**src/rtl/pit_pkg.sv**
```systemverilog
package pit_pkg;
  typedef enum logic [1:0] {
    MD_ONESHOT = 2'd0,
    MD_RATE    = 2'd1,
    MD_SQUARE  = 2'd2
  } pit_mode_e;

  localparam logic [1:0] ACC_LATCH  = 2'b00;
  localparam logic [1:0] ACC_LO_HI  = 2'b11;
  localparam logic [2:0] MF_ONESHOT = 3'd0;
  localparam logic [2:0] MF_RATE    = 3'd2;
  localparam logic [2:0] MF_SQUARE  = 3'd3;
endpackage

```
**src/rtl/pit_ctrl.sv**
```systemverilog
module pit_ctrl
  import pit_pkg::*;
(
  input  logic       clk,
  input  logic       rst,
  input  logic       cmd_stb,
  input  logic [5:0] cmd,
  output logic       latch_req,
  output pit_mode_e  mode_q,
  output logic       cfg_err
);
  logic [1:0] acc;
  logic [2:0] mf;
  logic       dec;
  logic       prog;
  logic       legal;
  pit_mode_e  mode_d;

  assign acc = cmd[5:4];
  assign mf  = cmd[3:1];
  assign dec = cmd[0];

  assign latch_req = cmd_stb && (acc == ACC_LATCH);
  assign prog      = cmd_stb && (acc != ACC_LATCH);

  always_comb begin
    legal  = (acc == ACC_LO_HI) && !dec;
    mode_d = mode_q;
    case (mf)
      MF_ONESHOT: mode_d = MD_ONESHOT;
      MF_RATE:    mode_d = MD_RATE;
      MF_SQUARE:  mode_d = MD_SQUARE;
      default:    legal  = 1'b0;
    endcase
  end

  always_ff @(posedge clk) begin
    if (rst) begin
      mode_q  <= MD_ONESHOT;
      cfg_err <= 1'b0;
    end else if (prog) begin
      if (legal) mode_q <= mode_d;
      else       cfg_err <= 1'b1;
    end
  end
endmodule

```
**src/rtl/pit_counter.sv**
```systemverilog
module pit_counter
  import pit_pkg::*;
#(
  parameter int BYTE_W = 8,
  localparam int CNT_W = 2 * BYTE_W
) (
  input  logic              clk,
  input  logic              rst,
  input  pit_mode_e         mode,
  input  logic              cnt_en,
  input  logic              wr_stb,
  input  logic [BYTE_W-1:0] din,
  output logic              out_level,
  output logic              irq,
  output logic              wr_hi,
  output logic [CNT_W-1:0]  cur_count
);
  localparam logic [CNT_W-1:0] ONE = {{(CNT_W-1){1'b0}}, 1'b1};

  logic [BYTE_W-1:0] init_lo;
  logic [CNT_W-1:0]  period;
  logic [CNT_W-1:0]  remain;
  logic              active;
  logic              periodic;
  logic [CNT_W-1:0]  full;
  logic [CNT_W-1:0]  eff;

  assign periodic = (mode != MD_ONESHOT);
  assign full     = {din, init_lo};
  assign eff      = periodic ? full - ONE : full;

  always_comb begin
    if (!active)       cur_count = '0;
    else if (periodic) cur_count = remain + ONE;
    else               cur_count = remain;
  end

  always_ff @(posedge clk) begin
    if (rst) begin
      init_lo   <= '0;
      period    <= '0;
      remain    <= '0;
      active    <= 1'b0;
      out_level <= 1'b0;
      irq       <= 1'b0;
      wr_hi     <= 1'b0;
    end else begin
      irq <= 1'b0;
      if (wr_stb) begin
        if (!wr_hi) begin
          init_lo   <= din;
          active    <= 1'b0;
          out_level <= 1'b0;
          wr_hi     <= 1'b1;
        end else begin
          wr_hi <= 1'b0;
          if (eff != '0) begin
            period <= eff;
            remain <= eff;
            active <= 1'b1;
          end
        end
      end else if (cnt_en && active) begin
        if (remain == ONE) begin
          irq <= 1'b1;
          if (periodic) begin
            remain <= period;
          end else begin
            out_level <= 1'b1;
            active    <= 1'b0;
          end
        end else begin
          remain <= remain - ONE;
        end
      end
    end
  end
endmodule

```
**src/rtl/pit_readout.sv**
```systemverilog
module pit_readout #(
  parameter int BYTE_W = 8,
  localparam int CNT_W = 2 * BYTE_W
) (
  input  logic              clk,
  input  logic              rst,
  input  logic              latch_req,
  input  logic              rd_stb,
  input  logic [CNT_W-1:0]  cur_count,
  output logic [BYTE_W-1:0] dout,
  output logic              latch_on,
  output logic [CNT_W-1:0]  latch_val
);
  logic             rd_hi;
  logic [CNT_W-1:0] src;

  assign src = latch_on ? latch_val : cur_count;

  always_ff @(posedge clk) begin
    if (rst) begin
      dout      <= '0;
      latch_on  <= 1'b0;
      latch_val <= '0;
      rd_hi     <= 1'b0;
    end else if (latch_req && !latch_on) begin
      latch_on  <= 1'b1;
      latch_val <= cur_count;
      rd_hi     <= 1'b0;
    end else if (rd_stb) begin
      dout  <= rd_hi ? src[CNT_W-1:BYTE_W] : src[BYTE_W-1:0];
      rd_hi <= ~rd_hi;
      if (latch_on && rd_hi) latch_on <= 1'b0;
    end
  end
endmodule

```
**src/rtl/pit_channel.sv**
```systemverilog
module pit_channel
  import pit_pkg::*;
#(
  parameter int BYTE_W = 8
) (
  input  logic              clk,
  input  logic              rst,
  input  logic              cnt_en,
  input  logic              wr_stb,
  input  logic              rd_stb,
  input  logic              cmd_stb,
  input  logic [BYTE_W-1:0] din,
  output logic [BYTE_W-1:0] dout,
  output logic              out_level,
  output logic              irq,
  output logic              cfg_err
);
  localparam int CNT_W = 2 * BYTE_W;

  logic             latch_req;
  pit_mode_e        mode_q;
  logic             wr_hi;
  logic [CNT_W-1:0] cur_count;
  logic             latch_on;
  logic [CNT_W-1:0] latch_val;

  pit_ctrl u_ctrl (
    .clk       (clk),
    .rst       (rst),
    .cmd_stb   (cmd_stb),
    .cmd       (din[5:0]),
    .latch_req (latch_req),
    .mode_q    (mode_q),
    .cfg_err   (cfg_err)
  );

  pit_counter #(.BYTE_W(BYTE_W)) u_counter (
    .clk       (clk),
    .rst       (rst),
    .mode      (mode_q),
    .cnt_en    (cnt_en),
    .wr_stb    (wr_stb),
    .din       (din),
    .out_level (out_level),
    .irq       (irq),
    .wr_hi     (wr_hi),
    .cur_count (cur_count)
  );

  pit_readout #(.BYTE_W(BYTE_W)) u_readout (
    .clk       (clk),
    .rst       (rst),
    .latch_req (latch_req),
    .rd_stb    (rd_stb),
    .cur_count (cur_count),
    .dout      (dout),
    .latch_on  (latch_on),
    .latch_val (latch_val)
  );
endmodule

```
**config.mk**
```make
export PLATFORM = sky130hd
export DESIGN_NAME = pit_channel
export DESIGN_NICKNAME = d
export VERILOG_FILES = /design/src/rtl/pit_pkg.sv /design/src/rtl/pit_ctrl.sv /design/src/rtl/pit_counter.sv /design/src/rtl/pit_readout.sv /design/src/rtl/pit_channel.sv
export SDC_FILE = /design/constraint.sdc
export NUM_CORES = 1
export LEC_CHECK = 0
export CORE_UTILIZATION = 55
export DETAILED_ROUTE_END_ITERATION = 8
export PLACE_DENSITY = 0.8
export SKIP_LAST_GASP = 1
export SYNTH_ARGS = -nofsm -noshare
export SYNTH_HDL_FRONTEND = slang
export SYNTH_SLANG_ARGS = --single-unit
```
**constraint.sdc**
```tcl
create_clock -name clk -period 6.1 [get_ports clk]
set_clock_uncertainty 0.15 [all_clocks]
set_input_delay 1.22 -clock clk [delete_from_list [all_inputs] [get_ports clk]]
set_output_delay 1.22 -clock clk [all_outputs]
set_load 0.005 [all_outputs]
```
* After elaboration in Yosys (flattened, before gate mapping)
Cells that the tools add are included.
** Storage, ports and cells
- Bits in registers :: 73
- Output and inout bits :: 11
- Word-level logic and storage cells :: 90
** Operators by class
- Add/subtract/negate cells :: 3
- Equality and inequality tests :: 10
- Muxes and demuxes :: 29
- Bitwise gates (word level) :: 5
- Reductions and logical operators :: 30
** Operator list (number)
- $mux W16 :: 10
- $sub A16 B1 Y16 const B :: 2
- $mux W1 :: 17
- $add A16 B1 Y16 const B :: 1
- $eq A16 B1 Y1 const B :: 1
- $reduce_bool A16 Y1 :: 1
- $reduce_and A4 Y1 :: 3
- $reduce_bool A2 Y1 :: 6
- $mux W8 :: 1
- $reduce_and A2 Y1 :: 4
- $eq A3 B2 Y1 const B :: 2
- $logic_and A1 B1 Y1 :: 6
- $pmux W2 S3 :: 1
- $reduce_and A3 Y1 :: 2
- $reduce_or A3 Y1 :: 2
- $not A1 Y1 :: 5
- $ne A2 B1 Y1 const B :: 2
- $ne A2 B2 Y1 const B :: 2
- $logic_not A3 Y1 :: 1
- $ne A3 B2 Y1 const B :: 1
- $ne A3 B3 Y1 const B :: 1
- $reduce_bool A3 Y1 :: 1
- $eq A2 B2 Y1 const B :: 1
- $logic_not A1 Y1 :: 2
- 2 further kinds :: 2

* Logic depth before layout (Yosys ltp)
Gate-level depths: netlist (run 1).
- Word-level depth :: 6
- Mapped depth :: 12

* Cells and area by module
From an unflattened synthesis (run 1), not the netlist that was laid out.
** Second synthesis, totals
- Cell total of the unflattened synthesis :: 521
- Area, all modules :: 4350.4 µm²
** By module, submodules not included
- pit_counter :: times used 1, cells an instance 378, area an instance 3031.7 µm², sequential area each 880.8 µm²
- pit_readout :: times used 1, cells an instance 126, area an instance 1152.4 µm², sequential area each 520.5 µm²
- pit_ctrl :: times used 1, cells an instance 17, area an instance 166.4 µm², sequential area each 60.1 µm²

* Least setup slack after synthesis (run 1)
No wires, ideal clock.
- Kind :: in2reg
- Start point :: input din[0]
- End point :: register u_counter.remain[10]
- Library setup time :: 0.059 ns
- Arrival time :: 3.641 ns
- Required time :: 5.891 ns
- Setup slack :: 2.250 ns
- Stages on the path :: 9
- Buffers on the path :: 3
- Cells stage by stage :: clkbuf_1 -> or4_1 -> nor4_1 -> xor2_1 -> or4_1 -> buf_2 -> o32ai_4 -> buf_6 -> a22o_1
** Between the ends
- Cells in the longest elaborated chain, start to end :: 5
- Elaborated cells on any way between the ends :: 8
- Those cells by class :: 1 x add/sub; 1 x eq/ne; 4 x mux; 2 x reduce/logical
** RTL lines
- start, declared :: line pit_channel.sv:12 : input logic [BYTE_W-1:0] din,
- $sub A16 B1 Y16 :: line pit_counter.sv:30 : assign eff = periodic ? full - ONE : full;
- $mux W16 * :: line pit_counter.sv:30
- $reduce_bool A16 Y1 or $mux W16 (tied branches) :: line pit_counter.sv:57 : if (eff != '0) begin
- $ne A2 B1 Y1 (no line) or $mux W16 (tied branches)
- $reduce_and A4 Y1 (no line) or $mux W16 (tied branches)
- end signal, assigned :: line pit_counter.sv:67 : remain <= period;
- end signal, assigned :: line pit_counter.sv:73 : remain <= remain - ONE;
- end, declared :: line pit_counter.sv:22 : logic [CNT_W-1:0] remain;
Every way passes the cells marked *; elsewhere a longest branch is shown, timed or not. The select of a mux whose other input is x is not followed.
A chain may end at the register's enable or synchronous reset.

* Final worst setup path (run 1)
- Start point :: input din[0]
- End point :: register u_counter.remain[2]
** Between the ends
- Cells in the longest elaborated chain, start to end :: 5
** RTL lines (line)
- $sub A16 B1 Y16 :: pit_counter.sv:30
- $mux W16 * :: pit_counter.sv:30
- $reduce_bool A16 Y1 * :: pit_counter.sv:57
- $ne A2 B1 Y1 (no line) *
- $reduce_and A4 Y1 (no line) *
Every way passes the cells marked *; elsewhere a longest branch is shown, timed or not.

==> impl_metrics.csv, run 1 <==
group,metric,value,unit
synthesis,syn_area,4530,um^2
worst_setup_path,startpoint,"din[0]",
global_route,grt_pass1_wl,20.8,mm
final_layout,nets,595,
placed_design,gp_congestion,0.936,
worst_setup_path,start_kind,"primary input",
flow_run,cap_violations,0,
global_route,grt_overflow,0,
worst_setup_path,crit_path_end_kind,"flop",
worst_setup_path,max_stage_delay,0.66,ns
power_and_ir_drop,powerDensity,239,nW/um^2
drt,vias,4477,
global_route,track_usage,30.9,%
timing,slew_headroom,28.4,%
timing,worst_pin_slew,1.06,ns
worst_setup_path,cp_slowest_cell,"or4_1",
worst_setup_path,worstPathCellList,"clkdlybuf4s50_1, or4_1, nor4_1, xor2_1, or4_1, o32ai_4, a22o_1",
timing,fmax,231,MHz
clock_tree,numCtsBuffers,9,
timing,setup_tns,0,ns
placed_design,placed_area,4700,um^2
power_and_ir_drop,p_sw_share,32.8,%
final_layout,syn_to_final_growth,8.51,%
worst_setup_path,required,6.26,ns
timing,hold_viol_final,0,
drt,route.detailed.drc,0,
drt,totalWireLength,12.7,mm
floorplanning,die_w,92.7,um
status,status,"completed",
timing,drv_slew,0,
final_layout,final_cell_area,4910,um^2
synthesis,synth_edf_count,0,
global_route,grt_max_degree,43,
synthesis,syn_inst,593,
final_layout,final_common_cell,"dfxtp_1",
power_and_ir_drop,p_clk_share,35.5,%
worst_hold_path,hold_class,"reg -> reg",
drt,avgRoutedWirePerCell,18.6,um
placed_design,port_buffers,24,
synthesis,synth_cell_types,68,
worst_setup_path,critPathBufInv,1,
clock_tree,root_buffer,"clkbuf_8",
global_route,antenna_found_initial,0,
synthesis,yosysWarnings,0,
floorplanning,io_pins,25,
power_and_ir_drop,combPwrFrac,19.7,%
clock_tree,hold_buffers,0,
synthesis,syn_nets,611,
timing,whs,0.310,ns
timing,finalSetupViolCount,0,
power_and_ir_drop,pwr-share-seq,44.9,%
final_layout,utilization,62.6,%
clock_tree,post_cts_resized,0,
global_route,grt_pass1_vias,4024,
clock_tree,clock_latency,0.36,ns
clock_tree,cts_htree_levels,3,
timing,post-route-period-util,71.0,%
timing,fin_ws,1.77,ns
worst_setup_path,cp_max_fo,14,
worst_setup_path,critical_path_class,"in -> reg",
power_and_ir_drop,p_int,0.789,mW
clock_tree,cts_tree,"built",
clock_tree,clkTransAtPathRegs,0.08,ns
synthesis,synth_area_per_cell,7.63,um^2
floorplanning,die_h,92.7,um
synthesis,ys_seq_area_share,32.3,%
clock_tree,clockBufferDepth,2,
floorplanning,die_area,8600,um^2
final_layout,drive_gt1_share,6.87,%
power_and_ir_drop,ir_drop,0.102,mV
placed_design,pre_cts_ws,1.45,ns
floorplanning,initial_core_util,57.7,%
placed_design,dp.cells,668,
drt,first_pass_iters,6,
timing,grt_setup_unrepaired,"no",
floorplanning,coreArea,7850,um^2
worst_setup_path,crit_family,"simple AND/OR/NAND/NOR gates",
power_and_ir_drop,p_sw,0.385,mW
drt,drt_iter0_drc,379,
clock_tree,post_cts_buffers,0,
final_layout,final_cells,684,
placed_design,dp_hpwl,9.09,mm
worst_setup_path,r2r_start,"u_counter.remain[7]$_SDFFE_PP0P_",
floorplanning,row_count,32,
worst_setup_path,cp_common_cell,"or4_1",
power_and_ir_drop,leakage,1.66,nW
drt,detail-route-antenna-nets,0,
power_and_ir_drop,total_power,1.17,mW
synthesis,synthFlopType,"dfxtp_1",
clock_tree,cts_sinks,73,
synthesis,synth-async-reset-ratio,0,%
synthesis,ys_seq_elements,73,
drt,avgViaCountPerCell,6.55,
final_layout,final_cell_mix,"dfxtp_1, nand2_1, nor2_1, a21oi_1, o21ai_0",
final_layout,nFillCells,720,
final_layout,antenna_cells,0,
timing,fin_crit,4.33,ns
worst_hold_path,hp-start,"u_readout.latch_val[10]$_SDFFE_PP0P_",
worst_setup_path,arrival,4.49,ns
[power groups by stage]
stage / sequential (mW) / combinational [mW] / clock [mW]
floorplan: 0.516 / 0.181 / 0
global placement: 0.535 / 0.221 / 0
detailed placement: 0.536 / 0.224 / 0
CTS: 0.525 / 0.226 / 0.416
global route: 0.529 / 0.252 / 0.439
finish: 0.527 / 0.231 / 0.416
[registers in the layout, summed over array words and instances (netlist names), 2 cells and up]
name                 count
u_counter.init_lo        8
u_counter.period        16
u_counter.remain        16
u_ctrl.mode_q            2
u_readout.dout           8
u_readout.latch_val     16
[cells by family after synthesis]
| kind of cell | count (synthesis) | share of synthesized area, % |
|---|---|---|
| multiplexers | 4 | 1.19 |
| flip-flops | 73 | 32.3 |
| XOR/XNOR | 37 | 7.16 |
| buffers and inverters | 78 | 6.85 |
| AND/OR/NAND/NOR | 227 | 25.3 |
| AO/OA/AOI/OAI | 170 | 26.1 |
| adder cells (fa/ha/maj) | 4 | 1.11 |
[cell usage after synthesis (all sizes together) (5+ instances only)]
cell / instances / area [um^2]
nor3: 15 / 75.1
a21oi: 45 / 225
nand2: 71 / 267
dfxtp: 73 / 1460
nand2b: 6 / 37.5
clkbuf: 52 / 195
nand3b: 6 / 45.0
nand4: 9 / 56.3
o211ai: 7 / 52.6
a22oi: 8 / 60.1
a211oi: 14 / 105
nor4: 16 / 100
a22o: 8 / 70.1
or4: 11 / 86.3
nand3: 15 / 75.1
buf: 5 / 36.3
o21ai: 31 / 155
inv: 21 / 78.8
nor2: 47 / 176
xnor2: 25 / 219
xor2: 12 / 105
[area by class of cell]
type | instances | area [um^2] | share of cell area, %
inverters | 21 | 78.8 | 1.60
clock inverters | 7 | 85.1 | 1.73
flip-flops and latches | 73 | 1460 | 29.8
clock buffers | 9 | 124 | 2.52
well taps | 102 | 128 | 2.60
repair buffers | 30 | 280 | 5.71
multi-input cells | 442 | 2760 | 56.1
[metal layers]
layer	wire, um	track usage [%]	vias to the layer above
li1	-	-	2122
met1	5560	41.2	2112
met2	5970	50.7	214
met3	835	5.09	29
met4	320	10.3	0
met5	0	0	-
[path summary, 6_finish.rpt]
path / end / slack [ns] / depth (start not counted)
min: u_readout.latch_val[10]$_SDFFE_PP0P_ / 0.31 / 2
min reg2reg: u_readout.latch_val[10]$_SDFFE_PP0P_ / 0.31 / 2
max: u_counter.remain[2]$_SDFFE_PP0P_ / 1.77 / 7
max reg2reg: u_counter.remain[2]$_SDFFE_PP0P_ / 2.46 / 6
[worst reg2reg max path, stage by stage, from the launching register on]
cell	delay [ns]
dfxtp_1	0.42
nor4_1	0.94
nand4_1	0.68
o21bai_1	0.39
nand2_1	0.30
o32ai_4	0.47
a22o_1	0.24
(Power assumes the default switching activity.)
==> run 2, diff against run 1 <==
PLACE_DENSITY = 0.83   (was 0.8)
clock period = 3.9 ns   (was 6.1 ns; I/O delays follow)
==> impl_metrics.csv, run 2 (synthesis gave the netlist of run 1 again) <==
group,metric,value,unit
clock_tree,cts_htree_levels,3,
final_layout,antenna_cells,0,
timing,whs,0.308,ns
worst_setup_path,crit_family,"simple AND/OR/NAND/NOR gates",
worst_setup_path,max_stage_delay,0.67,ns
final_layout,drive_gt1_share,9.36,%
clock_tree,cts_tree,"built",
floorplanning,row_count,32,
status,status,"completed",
global_route,grt_max_degree,40,
timing,slew_headroom,47.7,%
timing,hold_viol_final,0,
floorplanning,die_area,8600,um^2
drt,detail-route-antenna-nets,0,
floorplanning,die_h,92.7,um
drt,first_pass_iters,7,
power_and_ir_drop,ir_drop,0.237,mV
timing,finalSetupViolCount,0,
final_layout,final_common_cell,"dfxtp_1",
worst_setup_path,start_kind,"primary input",
power_and_ir_drop,leakage,1.75,nW
drt,totalWireLength,12.9,mm
global_route,grt_pass1_wl,21.4,mm
global_route,grt_overflow,0,
final_layout,largest_registers,"u_counter.period x16, u_counter.remain x16, u_readout.latch_val x16",
timing,post-route-period-util,90.8,%
final_layout,syn_to_final_growth,11.6,%
global_route,grt_use_met1,40.4,%
placed_design,dp_hpwl,9.17,mm
worst_setup_path,crit_path_end_kind,"flop",
drt,avgRoutedWirePerCell,18.4,um
worst_setup_path,cp_common_cell,"or4_1",
floorplanning,die_w,92.7,um
timing,drv_slew,0,
worst_setup_path,critical_path_class,"in -> reg",
worst_setup_path,critPathBufInv,2,
power_and_ir_drop,total_power,1.88,mW
clock_tree,post_cts_buffers,0,
floorplanning,coreArea,7850,um^2
clock_tree,clockBufferDepth,2,
timing,worst_pin_slew,0.785,ns
placed_design,gp_congestion,0.943,
drt,route.detailed.drc,0,
floorplanning,io_pins,25,
worst_setup_path,cp_max_fo,14,
placed_design,port_buffers,24,
final_layout,final_cells,700,
worst_setup_path,arrival,3.69,ns
power_and_ir_drop,powerDensity,372,nW/um^2
timing,fin_crit,3.54,ns
final_layout,final_cell_mix,"dfxtp_1, nand2_1, nor2_1, a21oi_1, o21ai_0",
timing,fmax,282,MHz
global_route,grtUsageMet2,51.5,%
timing,grt_setup_unrepaired,"no",
global_route,gr-usage-met3,5.99,%
final_layout,nets,611,
drt,vias,4664,
clock_tree,hold_buffers,0,
clock_tree,numCtsBuffers,9,
global_route,track_usage,31.6,%
drt,avgViaCountPerCell,6.66,
timing,setup_tns,0,ns
worst_setup_path,required,4.05,ns
clock_tree,root_buffer,"clkbuf_8",
clock_tree,post_cts_resized,0,
clock_tree,clock_latency,0.36,ns
placed_design,dp.cells,684,
global_route,grt.busiest_layer,"met2",
worst_setup_path,worstPathCellList,"clkdlybuf4s50_1, or4_1, nor4_1, xor2_1, or4_1, o32ai_4, buf_4, a22o_1",
clock_tree,cts_sinks,73,
drt,drt_iter0_drc,661,
flow_run,cap_violations,0,
global_route,antenna_found_initial,0,
worst_setup_path,cp_slowest_cell,"or4_1",
global_route,grt_pass1_vias,4259,
worst_hold_path,hold_class,"reg -> reg",
clock_tree,clkTransAtPathRegs,0.09,ns
floorplanning,initial_core_util,57.7,%
run 2: path summary, 6_finish.rpt:
kind / start / to / slack (ns) / cells past startpoint
max: din[0] / u_counter.remain[3]$_SDFFE_PP0P_ / 0.36 / 8
min: u_counter.period[3]$_SDFFE_PP0P_ / u_counter.period[3]$_SDFFE_PP0P_ / 0.31 / 2
max reg2reg: u_counter.init_lo[3]$_SDFFE_PP0P_ / u_counter.remain[3]$_SDFFE_PP0P_ / 0.59 / 7
min reg2reg: u_counter.period[3]$_SDFFE_PP0P_ / u_counter.period[3]$_SDFFE_PP0P_ / 0.31 / 2
run 2: per-stage QoR:
step	cell area (um^2)	util, %	setup WS, ns
after floorplan	4530	-	0.490
after global placement	4820	61.5	0.135
after detailed placement	4820	61.5	0.0494
after CTS	5050	64.4	0.407
after global routing	5050	64.4	0.276
final	5050	64.4	0.360
run 2: per-layer routing:
metal	share of wire, %	vias to the layer above	routed length (um)
met5	0	-	0
met4	3.3	0	426
met3	7.9	45	1020
met2	47	269	6020
met1	42	2194	5420
li1	-	2156	-
run 2: layout make-up:
class,count,area [um^2]
fillers,649,2800
multi-input cells,442,2760
flip-flops and latches,73,1460
repair buffers,46,400
clock buffers,10,138
well taps,102,128
clock inverters,6,90.1
inverters,21,78.8
run 2: power breakdown:
part | internal [mW] | switching [mW] | total (mW) | leakage, nW
Sequential | 0.775 | 0.0491 | 0.824 | 0.593
Combinational | 0.162 | 0.214 | 0.377 | 1.04
Clock | 0.380 | 0.300 | 0.680 | 0.113
Total | 1.32 | 0.564 | 1.88 | 1.75
run 2: worst reg2reg max path: cells and delay by family, from the launching register on:
kind            cells  cell delay, ns
buf+inv             1            0.25
simple gates        3            1.68
compound gates      3            0.75
flops               1            0.43
==> run 3, diff against run 2 <==
PLACE_DENSITY = 0.77   (was 0.83)
==> impl_metrics.csv, run 3 (synthesis gave the netlist of run 1 again) <==
group,metric,value,unit
clock_tree,numCtsBuffers,9,
floorplanning,die_h,92.7,um
floorplanning,io_pins,25,
final_layout,syn_to_final_growth,11.0,%
global_route,grt_max_degree,41,
final_layout,final_cell_mix,"dfxtp_1, nand2_1, nor2_1, a21oi_1, o21ai_0",
global_route,grt.busiest_layer,"met2",
drt,totalWireLength,13.1,mm
drt,drt_iter0_drc,363,
final_layout,drive_gt1_share,9.36,%
power_and_ir_drop,leakage,1.74,nW
global_route,antenna_found_initial,0,
final_layout,utilization,64.0,%
placed_design,placed_area,4820,um^2
placed_design,dp_hpwl,9.44,mm
clock_tree,hold_buffers,0,
timing,grt_setup_unrepaired,"no",
final_layout,nets,611,
drt,route.detailed.drc,0,
drt,detail-route-antenna-nets,0,
clock_tree,clock_latency,0.36,ns
clock_tree,cts_tree,"built",
status,status,"completed",
worst_setup_path,arrival,3.60,ns
final_layout,largest_registers,"u_counter.period x16, u_counter.remain x16, u_readout.latch_val x16",
drt,first_pass_iters,5,
worst_setup_path,required,4.05,ns
worst_setup_path,critical_path_class,"in -> reg",
global_route,gr-usage-met3,7.80,%
clock_tree,post_cts_resized,0,
timing,slew_headroom,61.6,%
worst_setup_path,cp_max_fo,14,
final_layout,final_cell_area,5030,um^2
floorplanning,coreArea,7850,um^2
worst_hold_path,hold_class,"reg -> reg",
drt,avgViaCountPerCell,6.60,
power_and_ir_drop,ir_drop,0.173,mV
floorplanning,row_count,32,
global_route,grt_use_met1,41.4,%
global_route,track_usage,32.3,%
clock_tree,cts_sinks,73,
floorplanning,initial_core_util,57.7,%
flow_run,cap_violations,0,
placed_design,gp_congestion,0.961,
global_route,grt_pass1_vias,4319,
final_layout,antenna_cells,0,
worst_setup_path,start_kind,"primary input",
timing,hold_viol_final,0,
clock_tree,cts_htree_levels,3,
clock_tree,root_buffer,"clkbuf_8",
timing,fin_crit,3.45,ns
clock_tree,clkTransAtPathRegs,0.08,ns
timing,fmax,290,MHz
global_route,grt_overflow,0,
floorplanning,die_w,92.7,um
timing,worst_pin_slew,0.562,ns
floorplanning,die_area,8600,um^2
timing,post-route-period-util,88.5,%
clock_tree,clockBufferDepth,2,
worst_setup_path,crit_path_end_kind,"flop",
placed_design,port_buffers,24,
clock_tree,post_cts_buffers,0,
power_and_ir_drop,powerDensity,362,nW/um^2
timing,finalSetupViolCount,0,
global_route,grt_pass1_wl,21.9,mm
timing,whs,0.312,ns
final_layout,final_common_cell,"dfxtp_1",
timing,setup_tns,0,ns
timing,drv_slew,0,
global_route,grtUsageMet2,51.0,%
drt,avgRoutedWirePerCell,18.8,um
drt,vias,4622,
## run 3: changes by cell type in the layout (fill, tap and decap cells not counted), sizes merged
cell | before | now
clkinv | 2 | 3
bufinv | 2 | 1
## run 3: worst paths after layout
path,from,endpoint,slack [ns],cells after the start
worst max-delay path,din[0],u_counter.remain[10]$_SDFFE_PP0P_,0.45,8
worst min-delay path,u_readout.latch_val[1]$_SDFFE_PP0P_,u_readout.latch_val[1]$_SDFFE_PP0P_,0.31,2
worst max register to register,u_counter.init_lo[3]$_SDFFE_PP0P_,u_counter.remain[10]$_SDFFE_PP0P_,0.62,7
worst min register to register,u_readout.latch_val[1]$_SDFFE_PP0P_,u_readout.latch_val[1]$_SDFFE_PP0P_,0.31,2
## run 3: per-stage QoR
stage                     std cells  total power, mW  setup slack (ns)
final                           700             1.82             0.448
after CTS                       700             1.82             0.480
after detailed placement        684             1.20             0.119
after global placement          684             1.20             0.176
after floorplan                 593             1.09             0.490
after global routing            700             1.90             0.311
## run 3: routing by layer
metal  wire length (um)  vias up
li1                   -     2162
met1               5640     2193
met2               6110      226
met3                946       41
met4                436        0
met5                  0        -
## run 3: layout make-up
cell class | instances | area [um^2]
timing repair buffer | 46 | 400
clock buffer | 10 | 138
clock inverter | 6 | 65.1
inverter | 21 | 78.8
multi-input combinational | 442 | 2760
tap | 102 | 128
fill | 712 | 2820
sequential | 73 | 1460
## run 3: where the power goes
part	total [mW]	leakage, nW	internal (mW)	switching [mW]
logic	0.376	1.04	0.162	0.214
clock network	0.619	0.103	0.314	0.305
registers	0.825	0.593	0.775	0.0500
## run 3: worst max-delay path, stage by stage
cell and delay, ns:
clkdlybuf4s50_1 0.41, or4_1 0.54, nor4_1 0.33, xor2_1 0.14
or4_1 0.66, o32ai_4 0.31, buf_4 0.25, a22o_1 0.17
